[config.mk]
export PLATFORM = sky130hd
export DESIGN_NAME = gpio_port_regs
export DESIGN_NICKNAME = d
export VERILOG_FILES = /design/src/rtl/gpio_pkg.sv /design/src/rtl/gpio_blink_timer.sv /design/src/rtl/gpio_in_sync.sv /design/src/rtl/gpio_port_regs.sv
export SDC_FILE = /design/constraint.sdc
export NUM_CORES = 1
export LEC_CHECK = 0
export BUFFER_PORTS_ARGS = -buffer_cell sky130_fd_sc_hd__buf_2
export CAP_MARGIN = 10
export CORE_ASPECT_RATIO = 1.4
export CORE_MARGIN = 4
export CORE_UTILIZATION = 41
export CTS_CLUSTER_SIZE = 14
export DETAILED_ROUTE_END_ITERATION = 10
export SYNTH_ARGS = -nofsm -noshare
export SYNTH_HDL_FRONTEND = slang
export SYNTH_HIERARCHICAL = 1
export SYNTH_SLANG_ARGS = --single-unit
[constraint.sdc]
create_clock -name clk -period 5.8 [get_ports clk]
set_input_delay 1.16 -clock clk [delete_from_list [all_inputs] [get_ports clk]]
set_output_delay 1.16 -clock clk [all_outputs]
set_load 0.03 [all_outputs]
[src/rtl/gpio_pkg.sv]
package gpio_pkg;
    localparam int MAX_PINS = 32;

    typedef enum logic [2:0] {
        SLOT_DOUT  = 3'd0,
        SLOT_DIR   = 3'd1,
        SLOT_BLINK = 3'd2,
        SLOT_POL   = 3'd3,
        SLOT_DIN   = 3'd4
    } reg_slot_e;

    typedef struct packed {
        logic [MAX_PINS-1:0] dout;
        logic [MAX_PINS-1:0] dir;
        logic [MAX_PINS-1:0] blink;
        logic [MAX_PINS-1:0] pol;
        logic [31:0]         rdata;
    } bank_t;
endpackage

[src/rtl/gpio_blink_timer.sv]
module gpio_blink_timer #(
    parameter int HALF_CYCLES = 10_000_000
) (
    input  logic clk,
    input  logic rst_n,
    output logic phase
);
    localparam int CNT_W = (HALF_CYCLES > 2) ? $clog2(HALF_CYCLES) : 1;
    localparam logic [CNT_W-1:0] LAST = CNT_W'(HALF_CYCLES - 1);

    typedef struct packed {
        logic [CNT_W-1:0] cnt;
        logic             phase;
    } tmr_t;

    tmr_t st_q, st_d;

    always_comb begin
        st_d = st_q;
        if (st_q.cnt == LAST) begin
            st_d.cnt   = '0;
            st_d.phase = ~st_q.phase;
        end else begin
            st_d.cnt = st_q.cnt + 1'b1;
        end
    end

    always_ff @(posedge clk) begin
        if (!rst_n) st_q <= '0;
        else        st_q <= st_d;
    end

    assign phase = st_q.phase;


    cnt_range_chk: assert property (@(posedge clk) disable iff (!rst_n)
        st_q.cnt <= LAST);


    phase_hold_chk: assert property (@(posedge clk) disable iff (!rst_n)
        (st_q.cnt != LAST) |=> $stable(phase));
endmodule

[src/rtl/gpio_in_sync.sv]
module gpio_in_sync #(
    parameter int WIDTH = 32
) (
    input  logic             clk,
    input  logic             rst_n,
    input  logic [WIDTH-1:0] raw_in,
    output logic [WIDTH-1:0] sync_out
);
    typedef struct packed {
        logic [WIDTH-1:0] meta;
        logic [WIDTH-1:0] stable;
    } sync_t;

    sync_t st_q, st_d;

    always_comb begin
        st_d.meta   = raw_in;
        st_d.stable = st_q.meta;
    end

    always_ff @(posedge clk) begin
        if (!rst_n) st_q <= '0;
        else        st_q <= st_d;
    end

    assign sync_out = st_q.stable;

    logic [1:0] age_q;
    always_ff @(posedge clk) begin
        if (!rst_n)          age_q <= '0;
        else if (age_q != 2) age_q <= age_q + 1'b1;
    end


    two_stage_delay_chk: assert property (@(posedge clk) disable iff (!rst_n)
        (age_q == 2) |-> (sync_out == $past(raw_in, 2)));
endmodule

[src/rtl/gpio_port_regs.sv]
module gpio_port_regs
    import gpio_pkg::*;
#(
    parameter int NUM_PINS   = 32,
    parameter int ADDR_W     = 8,
    parameter int BLINK_HALF = 10_000_000
) (
    input  logic                clk,
    input  logic                rst_n,
    input  logic                wr_en,
    input  logic                rd_en,
    input  logic [ADDR_W-1:0]   addr,
    input  logic [31:0]         wdata,
    output logic [31:0]         rdata,
    input  logic [NUM_PINS-1:0] pad_in,
    output logic [NUM_PINS-1:0] pad_out,
    output logic [NUM_PINS-1:0] pad_oe,
    output logic [NUM_PINS-1:0] in_level
);
    localparam int IDX_W = ADDR_W - 2;
    localparam logic [MAX_PINS-1:0] PIN_MASK =
        (NUM_PINS >= MAX_PINS) ? '1 : MAX_PINS'((64'd1 << NUM_PINS) - 1);

    bank_t st_q, st_d;

    logic                blink_phase;
    logic [NUM_PINS-1:0] pad_sync;
    logic [MAX_PINS-1:0] in_wide;
    logic [IDX_W-1:0]    word_idx;
    logic                hit;
    reg_slot_e           slot;

    gpio_blink_timer #(.HALF_CYCLES(BLINK_HALF)) u_blink (
        .clk   (clk),
        .rst_n (rst_n),
        .phase (blink_phase)
    );

    gpio_in_sync #(.WIDTH(NUM_PINS)) u_sync (
        .clk      (clk),
        .rst_n    (rst_n),
        .raw_in   (pad_in),
        .sync_out (pad_sync)
    );

    always_comb begin
        in_wide = '0;
        in_wide[NUM_PINS-1:0] = pad_sync;
        in_wide = (in_wide ^ st_q.pol) & PIN_MASK;
    end

    assign word_idx = addr[ADDR_W-1:2];
    assign hit      = (addr[1:0] == 2'b00) && (word_idx <= IDX_W'(4));
    assign slot     = reg_slot_e'(word_idx[2:0]);

    always_comb begin
        st_d = st_q;
        if (wr_en && hit) begin
            unique case (slot)
                SLOT_DOUT:  st_d.dout  = wdata & PIN_MASK;
                SLOT_DIR:   st_d.dir   = wdata & PIN_MASK;
                SLOT_BLINK: st_d.blink = wdata & PIN_MASK;
                SLOT_POL:   st_d.pol   = wdata & PIN_MASK;
                default:    ;
            endcase
        end
        if (rd_en) begin
            st_d.rdata = '0;
            if (hit) begin
                unique case (slot)
                    SLOT_DOUT:  st_d.rdata = st_q.dout;
                    SLOT_DIR:   st_d.rdata = st_q.dir;
                    SLOT_BLINK: st_d.rdata = st_q.blink;
                    SLOT_POL:   st_d.rdata = st_q.pol;
                    SLOT_DIN:   st_d.rdata = in_wide;
                    default:    st_d.rdata = '0;
                endcase
            end
        end
    end

    always_ff @(posedge clk) begin
        if (!rst_n) begin
            st_q       <= '0;
            st_q.dir   <= PIN_MASK;
        end else begin
            st_q <= st_d;
        end
    end

    logic [MAX_PINS-1:0] drive;
    always_comb begin
        drive = (st_q.dout & ~st_q.blink) | (st_q.blink & {MAX_PINS{blink_phase}});
    end

    assign rdata    = st_q.rdata;
    assign pad_out  = drive[NUM_PINS-1:0];
    assign pad_oe   = ~st_q.dir[NUM_PINS-1:0];
    assign in_level = in_wide[NUM_PINS-1:0];


    dir_write_chk: assert property (@(posedge clk) disable iff (!rst_n)
        (wr_en && addr == ADDR_W'(8'h04)) |=> (pad_oe == ~$past(wdata[NUM_PINS-1:0])));


    din_write_ignored_chk: assert property (@(posedge clk) disable iff (!rst_n)
        (wr_en && addr == ADDR_W'(8'h10)) |=> $stable(pad_oe));


    unmapped_read_zero_chk: assert property (@(posedge clk) disable iff (!rst_n)
        (rd_en && !hit) |=> (rdata == 32'd0));


    din_read_chk: assert property (@(posedge clk) disable iff (!rst_n)
        (rd_en && addr == ADDR_W'(8'h10)) |=> (rdata[NUM_PINS-1:0] == $past(in_level)));
endmodule

==> reports/qor.tcl, run 1 <==
set qor(tritoncts.num_buffers) 26
set qor(avgRoutedWirePerCell_um) 17.6
set qor(floorplan.initialDensity_pct) 41.4
set qor(clock_latency_ns) 0.52
set qor(globalRoute.busiestLayer) {met2}
set qor(use_met3_pct) 3.14
set qor(critical-path-top-delay-family) {buffers and inverters}
set qor(insertedDiodeCount) 0
set qor(cts_resized) 0
set qor(cts_tree) {built}
set qor(cts.clk_slew.worst_paths_ns) 0.06
set qor(share_of_cells_above_drive_strength_1_pct) 26.6
set qor(async_reset_ff_share_pct) 0
set qor(timing.critical_path.arrival_ns) 3.66
set qor(critical_path.startpoint_type) {primary input}
set qor(clk_root_buffer_cell) {sky130_fd_sc_hd__clkbuf_16}
set qor(ios) 204
set qor(top_cell_type_by_total_area_after_synthesis) {sky130_fd_sc_hd__dfxtp_1}
set qor(yosysSeqAreaShare_pct) 46.2
set qor(detail-route-antenna-nets) 0
set qor(place_hpwl_mm) 19.5
set qor(cts-hold-fix-buffers) 0
set qor(groute.usage.overall_pct) 19.4
set qor(ir_worst_vdd_v) 0.000229
set qor(critPathBufInv) 2
set qor(input_output_buffers) 203
set qor(fin_cells) 1690
set qor(clock_skew_ns) 0.0133
set qor(grt_antenna_before_repair) 0
set qor(die_width_um) 145
set qor(synth.top_cells.by_area) {sky130_fd_sc_hd__dfxtp_1 46%, sky130_fd_sc_hd__o21ai_0 7.4%, sky130_fd_sc_hd__nand3_1 5.1%, sky130_fd_sc_hd__and2_2 4.5%, sky130_fd_sc_hd__nand2_1 3.4%}
set qor(globalRouteMet2Util_pct) 34.6
set qor(synth_top_area_share_pct) 46.2
set qor(die_outline_area_mm2) 0.0290
set qor(global_route_wire_length_before_repair_mm) 46.3
set qor(worst_hold_path_type) {reg2reg}
set qor(fin_tns_setup_ns) 0
set qor(max_freq_ghz) 0.311
set qor(cap_violations) 0
set qor(multiInputGateArea_mm2) 0.00498
set qor(vias_per_cell) 5.40
set qor(ys_types) 50
set qor(synth_seq_cells) 249
set qor(syn_avg_cell_area_um2) 8.76
set qor(seq_area_mm2) 0.00498
set qor(numClockSinks) 249
set qor(crit_chain) {buf_2 > nand3b_1 > buf_4 > o21ai_0 > a221oi_1 > a21oi_1}
set qor(synthesized_area_mm2) 0.0108
set qor(post-cts-setup-buffer-count) 0
set qor(detail_route.iter0.violations) 609
set qor(vias) 9120
set qor(core.rowCount) 70
set qor(cp_data_required_time_ns) 6.24
set qor(num-nets-final) 1425
set qor(synthToLayoutAreaGrowth_pct) 16.8
set qor(total_leakage_power_uw) 0.00536
set qor(wirelength_mm) 29.8
set qor(slowest_stage_delay_cp_ns) 0.86
set qor(cp-end-kind) {register}
set qor(n_fill_cell) 2468
set qor(power.density_cell_area_mw_per_mm2) 293
set qor(finalHoldViolCount) 0
set qor(number_of_synthesized_flops_with_an_enable_pin) 0
set qor(post-route-drc-count) 0
set qor(clock_tree.htree_level_count) 1
set qor(number_of_endpoints_failing_setup_at_the_final_stage) 0
set qor(grt_max_degree) 127
set qor(period_needed_ns) 3.21
set qor(firstDrtPassIters) 5
set qor(synth_nets) 1307
set qor(criticalPathCategory) {in2reg}
set qor(number_of_max_slew_violations_in_the_final_report) 0
set qor(first_global_vias) 8799
set qor(grt-ovfl-total) 0
set qor(timing.max_slew.rel_slack_pct) 22.5
set qor(worst_slew_pin_slew_ns) 1.16
set qor(globalplace.congestion) 0.872
set qor(status) {finished, final reports clean}
set qor(cp_slowest_cell) {sky130_fd_sc_hd__nand3b_1}
set qor(ctsLongestPathBuffers) 3
set qor(timing.final.crit_share_pct) 55.4
set qor(worstPathMaxFanout) 42
set qor(rsz0062_at_grt) {false}
set qor(dominantRegCellSynth) {sky130_fd_sc_hd__dfxtp_1}
set qor(grt.met1_usage_pct) 24.1
set qor(ys_warn_count) 6
set qor(syn_inst) 1230
set qor(floorplan.core_area_mm2) 0.0260
set qor(design_power_total_uw) 3690
set qor(placed_cells) 1644
set qor(die_h_um) 200
==> synthesized netlist by cell type, types with 11 or more instances <==
cell and instances:
sky130_fd_sc_hd__buf_2 11, sky130_fd_sc_hd__and2_2 64, sky130_fd_sc_hd__inv_1 63, sky130_fd_sc_hd__o211ai_1 32
sky130_fd_sc_hd__o21ai_0 159, sky130_fd_sc_hd__xor2_1 37, sky130_fd_sc_hd__mux2_2 32, sky130_fd_sc_hd__nand2_1 99
sky130_fd_sc_hd__nor2b_1 34, sky130_fd_sc_hd__a22oi_1 31, sky130_fd_sc_hd__nand3_1 110, sky130_fd_sc_hd__dfxtp_1 249
sky130_fd_sc_hd__a2bb2oi_1 28, sky130_fd_sc_hd__buf_4 35, sky130_fd_sc_hd__clkbuf_1 60, sky130_fd_sc_hd__nor2_1 20
sky130_fd_sc_hd__a31oi_1 56
==> worst paths after layout <==
kind,startpoint,end,slack [ns],depth (start not counted)
max reg2reg,u_blink/st_q[5],u_blink/st_q[24],3.77,4
min reg2reg,u_sync/st_d[4],u_sync/sync_out[4],0.45,1
max,addr[3],rdata[31],2.59,6
min,u_sync/st_d[4],u_sync/sync_out[4],0.45,1
==> per-layer routing <==
| metal | vias to the layer above | wire [µm] | share of wire, % |
|---|---|---|---|
| li1 | 4508 | - | - |
| met1 | 4281 | 12700 | 43 |
| met2 | 284 | 14800 | 50 |
| met3 | 47 | 1510 | 5.1 |
| met4 | 0 | 761 | 2.6 |
| met5 | - | 0 | 0 |
==> sequential cells by signal, indices dropped and copies added, names as in the netlist <==
signal           flops
u_blink/phase        1
u_sync/sync_out     32
rdata               32
st_q               128
u_blink/st_q        24
u_sync/st_d         32
==> power by group <==
part / total [µW] / switching (µW) / internal, µW / leakage [µW]
clock network: 1720 / 678 / 1050 / 0.000433
registers: 1750 / 18.4 / 1740 / 0.00202
logic: 216 / 136 / 79.4 / 0.00290
total: 3690 / 833 / 2860 / 0.00536
==> logic make-up after synthesis <==
| logic type | synth area share (%) |
|---|---|
| AND/OR/NAND/NOR | 19.4 |
| multiplexers | 3.62 |
| AO/OA/AOI/OAI | 19.0 |
| adder cells (fa/ha/maj) | 0.116 |
| flip-flops | 46.2 |
| XOR/XNOR | 3.66 |
| buffers and inverters | 7.90 |
==> area by class of cell <==
class                           count  area share (%)
Timing Repair Buffer              213            8.72
Tap cell                          324            3.22
Clock inverter                      9           0.994
Multi-Input combinational cell    795            39.5
Inverter                           63            1.88
Sequential cell                   249            39.6
Clock buffer                       37            6.06
==> per-stage QoR <==
step                      hold WS (ns)  util, %  cell area, µm²  setup WS, ns
after floorplan                  0.426        -           10800          3.48
after global placement           0.429     45.0           11700          2.20
after detailed placement         0.432     45.0           11700          2.10
after CTS                        0.448     48.4           12600          2.57
after global routing             0.456     48.4           12600          2.43
final                            0.446     48.4           12600          2.59
==> placed cells by master, fill, tap and decap left out, types with 5 or more instances in the layout <==
master and instances:
sky130_fd_sc_hd__a22oi_1 31, sky130_fd_sc_hd__o211ai_1 32, sky130_fd_sc_hd__buf_4 10, sky130_fd_sc_hd__and2_2 66, sky130_fd_sc_hd__nand3_1 110, sky130_fd_sc_hd__dfxtp_1 249, sky130_fd_sc_hd__o21ai_0 159, sky130_fd_sc_hd__mux2_2 32
sky130_fd_sc_hd__nand2_1 99, sky130_fd_sc_hd__clkbuf_8 5, sky130_fd_sc_hd__inv_1 63, sky130_fd_sc_hd__nor4_1 5, sky130_fd_sc_hd__clkbuf_1 5, sky130_fd_sc_hd__a21oi_1 10, sky130_fd_sc_hd__a31oi_1 56, sky130_fd_sc_hd__o21ai_1 7
sky130_fd_sc_hd__xor2_1 37, sky130_fd_sc_hd__nor2_1 19, sky130_fd_sc_hd__buf_2 202, sky130_fd_sc_hd__clkbuf_16 27, sky130_fd_sc_hd__or3_1 5, sky130_fd_sc_hd__a2bb2oi_1 28, sky130_fd_sc_hd__nand4_1 9, sky130_fd_sc_hd__xnor2_1 8
sky130_fd_sc_hd__nor2b_1 33
No activity file was read; power rests on OpenSTA's default activity.
==> inputs of run 2 (changes only) <==
- ABC_AREA: unset -> 1
- clock period: 5.8 -> 3 ns (I/O delays scaled with it)
==> run 2 against run 1 <==
Via count up 21%; combinational power up 110%; critical path depth down 2; critical endpoint is now pad_out[5]; sequential power up 93%; sequential cell count unchanged; global-route usage up 3.2 points.
==> reports/qor.tcl, run 2 <==
set qor(rsz0062_at_grt) {false}
set qor(cts.clk_slew.worst_paths_ns) 0.06 ;# about the same
set qor(cp-end-kind) {primary output}
set qor(timing.max_slew.rel_slack_pct) 49.2 ;# +27 points
set qor(fin_tns_setup_ns) 0 ;# unchanged
set qor(critPathBufInv) 2 ;# unchanged
set qor(num-nets-final) 1950 ;# +37%
set qor(leading_cell_type_in_the_layout_fill_and_taps_excluded) {sky130_fd_sc_hd__nand2_1}
set qor(grt_antenna_before_repair) 0 ;# unchanged
set qor(cts-hold-fix-buffers) 0 ;# unchanged
set qor(n_fill_cell) 2827 ;# +15%
set qor(grt_max_degree) 103 ;# -19%
set qor(die_h_um) 207 ;# +3.8%
set qor(groute.usage.overall_pct) 22.6 ;# +3.2 points
set qor(post-route-drc-count) 0 ;# unchanged
set qor(number_of_max_slew_violations_in_the_final_report) 0 ;# unchanged
set qor(top_cell_type_by_total_area_after_synthesis) {sky130_fd_sc_hd__dfxtp_1}
set qor(insertedDiodeCount) 0 ;# unchanged
set qor(tritoncts.num_buffers) 26 ;# unchanged
set qor(detail_route.iter0.violations) 741 ;# +22%
set qor(die_width_um) 150 ;# +3.7%
set qor(placed_cell_area_mm2) 0.0127 ;# +8.4%
set qor(period_needed_ns) 2.61
set qor(fin_ws_ns) 0.385 ;# -2.20 ns
set qor(worst_slew_pin_slew_ns) 0.761 ;# -0.401 ns
set qor(avgRoutedWirePerCell_um) 16.1 ;# -8.8%
set qor(global_route_wire_length_before_repair_mm) 56.9 ;# +23%
set qor(grt-ovfl-total) 0 ;# unchanged
set qor(ys_types) 33 ;# -34%
set qor(synth_top_area_share_pct) 42.8 ;# -3.4 points
set qor(syn_avg_cell_area_um2) 6.70 ;# -24%
set qor(slowest_stage_delay_cp_ns) 0.82 ;# -0.04 ns
set qor(criticalPathCategory) {reg2out}
set qor(async_reset_ff_share_pct) 0 ;# unchanged
set qor(yosysSeqAreaShare_pct) 42.8 ;# -3.4 points
set qor(placed_cells) 2215 ;# +35%
set qor(cts_resized) 0 ;# unchanged
set qor(clock_skew_ns) 0.0169 ;# +0.00365 ns
set qor(ir_worst_vdd_v) 0.000416 ;# +82%
set qor(synthToLayoutAreaGrowth_pct) 16.8 ;# about the same
set qor(worstPathMaxFanout) 30 ;# -29%
set qor(numClockSinks) 249 ;# unchanged
set qor(largest_register_ff_count) 128 ;# unchanged
set qor(crit_chain) {buf_4 > nand2_1 > o21ai_0 > buf_2}
set qor(floorplan.core_area_mm2) 0.0278 ;# +7.0%
set qor(clock_latency_ns) 0.53 ;# about the same
set qor(total_leakage_power_uw) 0.00733 ;# +37%
set qor(fin_cells) 2263 ;# +34%
set qor(clock_tree.htree_level_count) 1 ;# unchanged
set qor(cap_violations) 0 ;# unchanged
set qor(synth_nets) 1816 ;# +39%
set qor(cp_slowest_cell) {sky130_fd_sc_hd__dfxtp_2}
set qor(synthesized_area_mm2) 0.0116 ;# +8.0%
set qor(detail-route-antenna-nets) 0 ;# unchanged
set qor(place_hpwl_mm) 24.8 ;# +27%
set qor(floorplan.initialDensity_pct) 41.8 ;# +0.39 points
set qor(power.density_cell_area_mw_per_mm2) 530 ;# +81%
set qor(synth_commonest_cells) {562 x sky130_fd_sc_hd__nand2_1, 249 x sky130_fd_sc_hd__dfxtp_1, 218 x sky130_fd_sc_hd__nor2_1}
set qor(max_freq_ghz) 0.382
set qor(firstDrtPassIters) 5 ;# unchanged
set qor(ios) 204 ;# unchanged
set qor(clk_root_buffer_cell) {sky130_fd_sc_hd__clkbuf_16}
set qor(core.rowCount) 72 ;# +2.9%
set qor(ys_warn_count) 6 ;# unchanged
set qor(timing.critical_path.arrival_ns) 2.01 ;# -1.65 ns
set qor(final.hold.worst_slack_ns) 0.251 ;# -0.194 ns
set qor(place_worst_setup_slack_ns) 0.569 ;# -1.53 ns
set qor(vias) 11065 ;# +21%
set qor(share_of_cells_above_drive_strength_1_pct) 16.4 ;# -10 points
set qor(wirelength_mm) 36.3 ;# +22%
set qor(number_of_endpoints_failing_setup_at_the_final_stage) 0 ;# unchanged
set qor(critical_path.startpoint_type) {register}
set qor(globalplace.congestion) 0.850 ;# -2.6%
set qor(die_outline_area_mm2) 0.0312 ;# +7.6%
set qor(status) {finished, final reports clean}
set qor(syn_inst) 1739 ;# +41%
set qor(cts_tree) {built}
set qor(dominantRegCellSynth) {sky130_fd_sc_hd__dfxtp_1}
set qor(ctsLongestPathBuffers) 3 ;# unchanged
set qor(critical-path-top-delay-family) {flip-flops}
set qor(cp_data_required_time_ns) 2.40 ;# -3.84 ns
set qor(vias_per_cell) 4.89 ;# -9.4%
set qor(layout_common_cells) {562 x sky130_fd_sc_hd__nand2_1, 248 x sky130_fd_sc_hd__dfxtp_1, 218 x sky130_fd_sc_hd__nor2_1}
set qor(synth_seq_cells) 249 ;# unchanged
set qor(post-cts-setup-buffer-count) 0 ;# unchanged
set qor(yosys.cell_count.top_type) {sky130_fd_sc_hd__nand2_1}
set qor(worst_hold_path_type) {in2reg}
set qor(synth.top_cells.by_area) {sky130_fd_sc_hd__dfxtp_1 43%, sky130_fd_sc_hd__nand2_1 18%, sky130_fd_sc_hd__nor2_1 7.0%, sky130_fd_sc_hd__inv_1 6.7%, sky130_fd_sc_hd__nand4_1 4.4%}
set qor(first_global_vias) 10430 ;# +19%
set qor(finalHoldViolCount) 0 ;# unchanged
set qor(timing.final.crit_share_pct) 87.2
set qor(largest-register) {st_q}
set qor(number_of_synthesized_flops_with_an_enable_pin) 0 ;# unchanged
set qor(input_output_buffers) 203 ;# unchanged
set qor(stdcell_area_mm2) 0.0136 ;# +8.0%
==> run 2: cell families (layout without fill, tap and decap cells) <==
logic type / after synthesis / in the layout / synth area share, %
adders and majority gates: 1 / 1 / 0.107
and+or+nand+nor: 990 / 990 / 36.4
xor gates and xnor gates: 23 / 23 / 1.73
AOI/OAI and AO/OA: 133 / 133 / 5.76
DFF: 249 / 249 / 42.8
buffers and inverters: 343 / 497 / 13.2
==> run 2: worst reg2reg max path, cell delays in order, from the launching register on <==
cell	delay (ns)
sky130_fd_sc_hd__dfxtp_1	0.37
sky130_fd_sc_hd__ha_1	0.22
sky130_fd_sc_hd__nand3_2	0.13
sky130_fd_sc_hd__nor2_1	0.16
sky130_fd_sc_hd__nand3_2	0.15
sky130_fd_sc_hd__nand2_4	0.26
sky130_fd_sc_hd__nor2_1	0.09
==> run 2: stage by stage <==
step | util (%) | total power (µW)
after floorplan | - | 3700
after global placement | 45.6 | 3890
after detailed placement | 45.6 | 3890
after CTS | 48.8 | 7280
after global routing | 48.8 | 7450
final | 48.8 | 7210
==> run 2: area by class of cell <==
cell class              count  area, µm²  area share [%]
clock buffers              39        811            5.96
clock inverters             9       95.1           0.699
inverters                 214        805            5.92
multi-input cells        1147       5120            37.7
flip-flops and latches    249       4990            36.7
well taps                 370        463            3.40
repair buffers            235       1310            9.65
==> run 2: worst paths after layout <==
| path | start | endpoint | slack [ns] | cells past startpoint |
|---|---|---|---|---|
| setup / recovery | u_blink/phase | pad_out[5] | 0.39 | 4 |
| hold / removal | pad_in[17] | u_sync/st_d[17] | 0.25 | 3 |
| setup reg to reg | u_blink/st_q[1] | u_blink/st_q[21] | 1.49 | 6 |
| hold reg to reg | u_sync/st_d[27] | u_sync/sync_out[27] | 0.40 | 2 |
==> run 2: routing by layer <==
metal  share of wire, %  up-vias  track usage [%]
li1                   -     5612                -
met1                 42     5044             29.9
met2                 49      352             38.6
met3                6.6       57             2.69
met4                2.4        0             6.41
met5                  0        -                0
==> run 2: power by group <==
| group | switching, µW | internal, µW | total (µW) |
|---|---|---|---|
| Combinational | 330 | 115 | 446 |
| Clock | 1360 | 2030 | 3390 |
| Sequential | 20.6 | 3350 | 3370 |
| Total | 1710 | 5500 | 7210 |
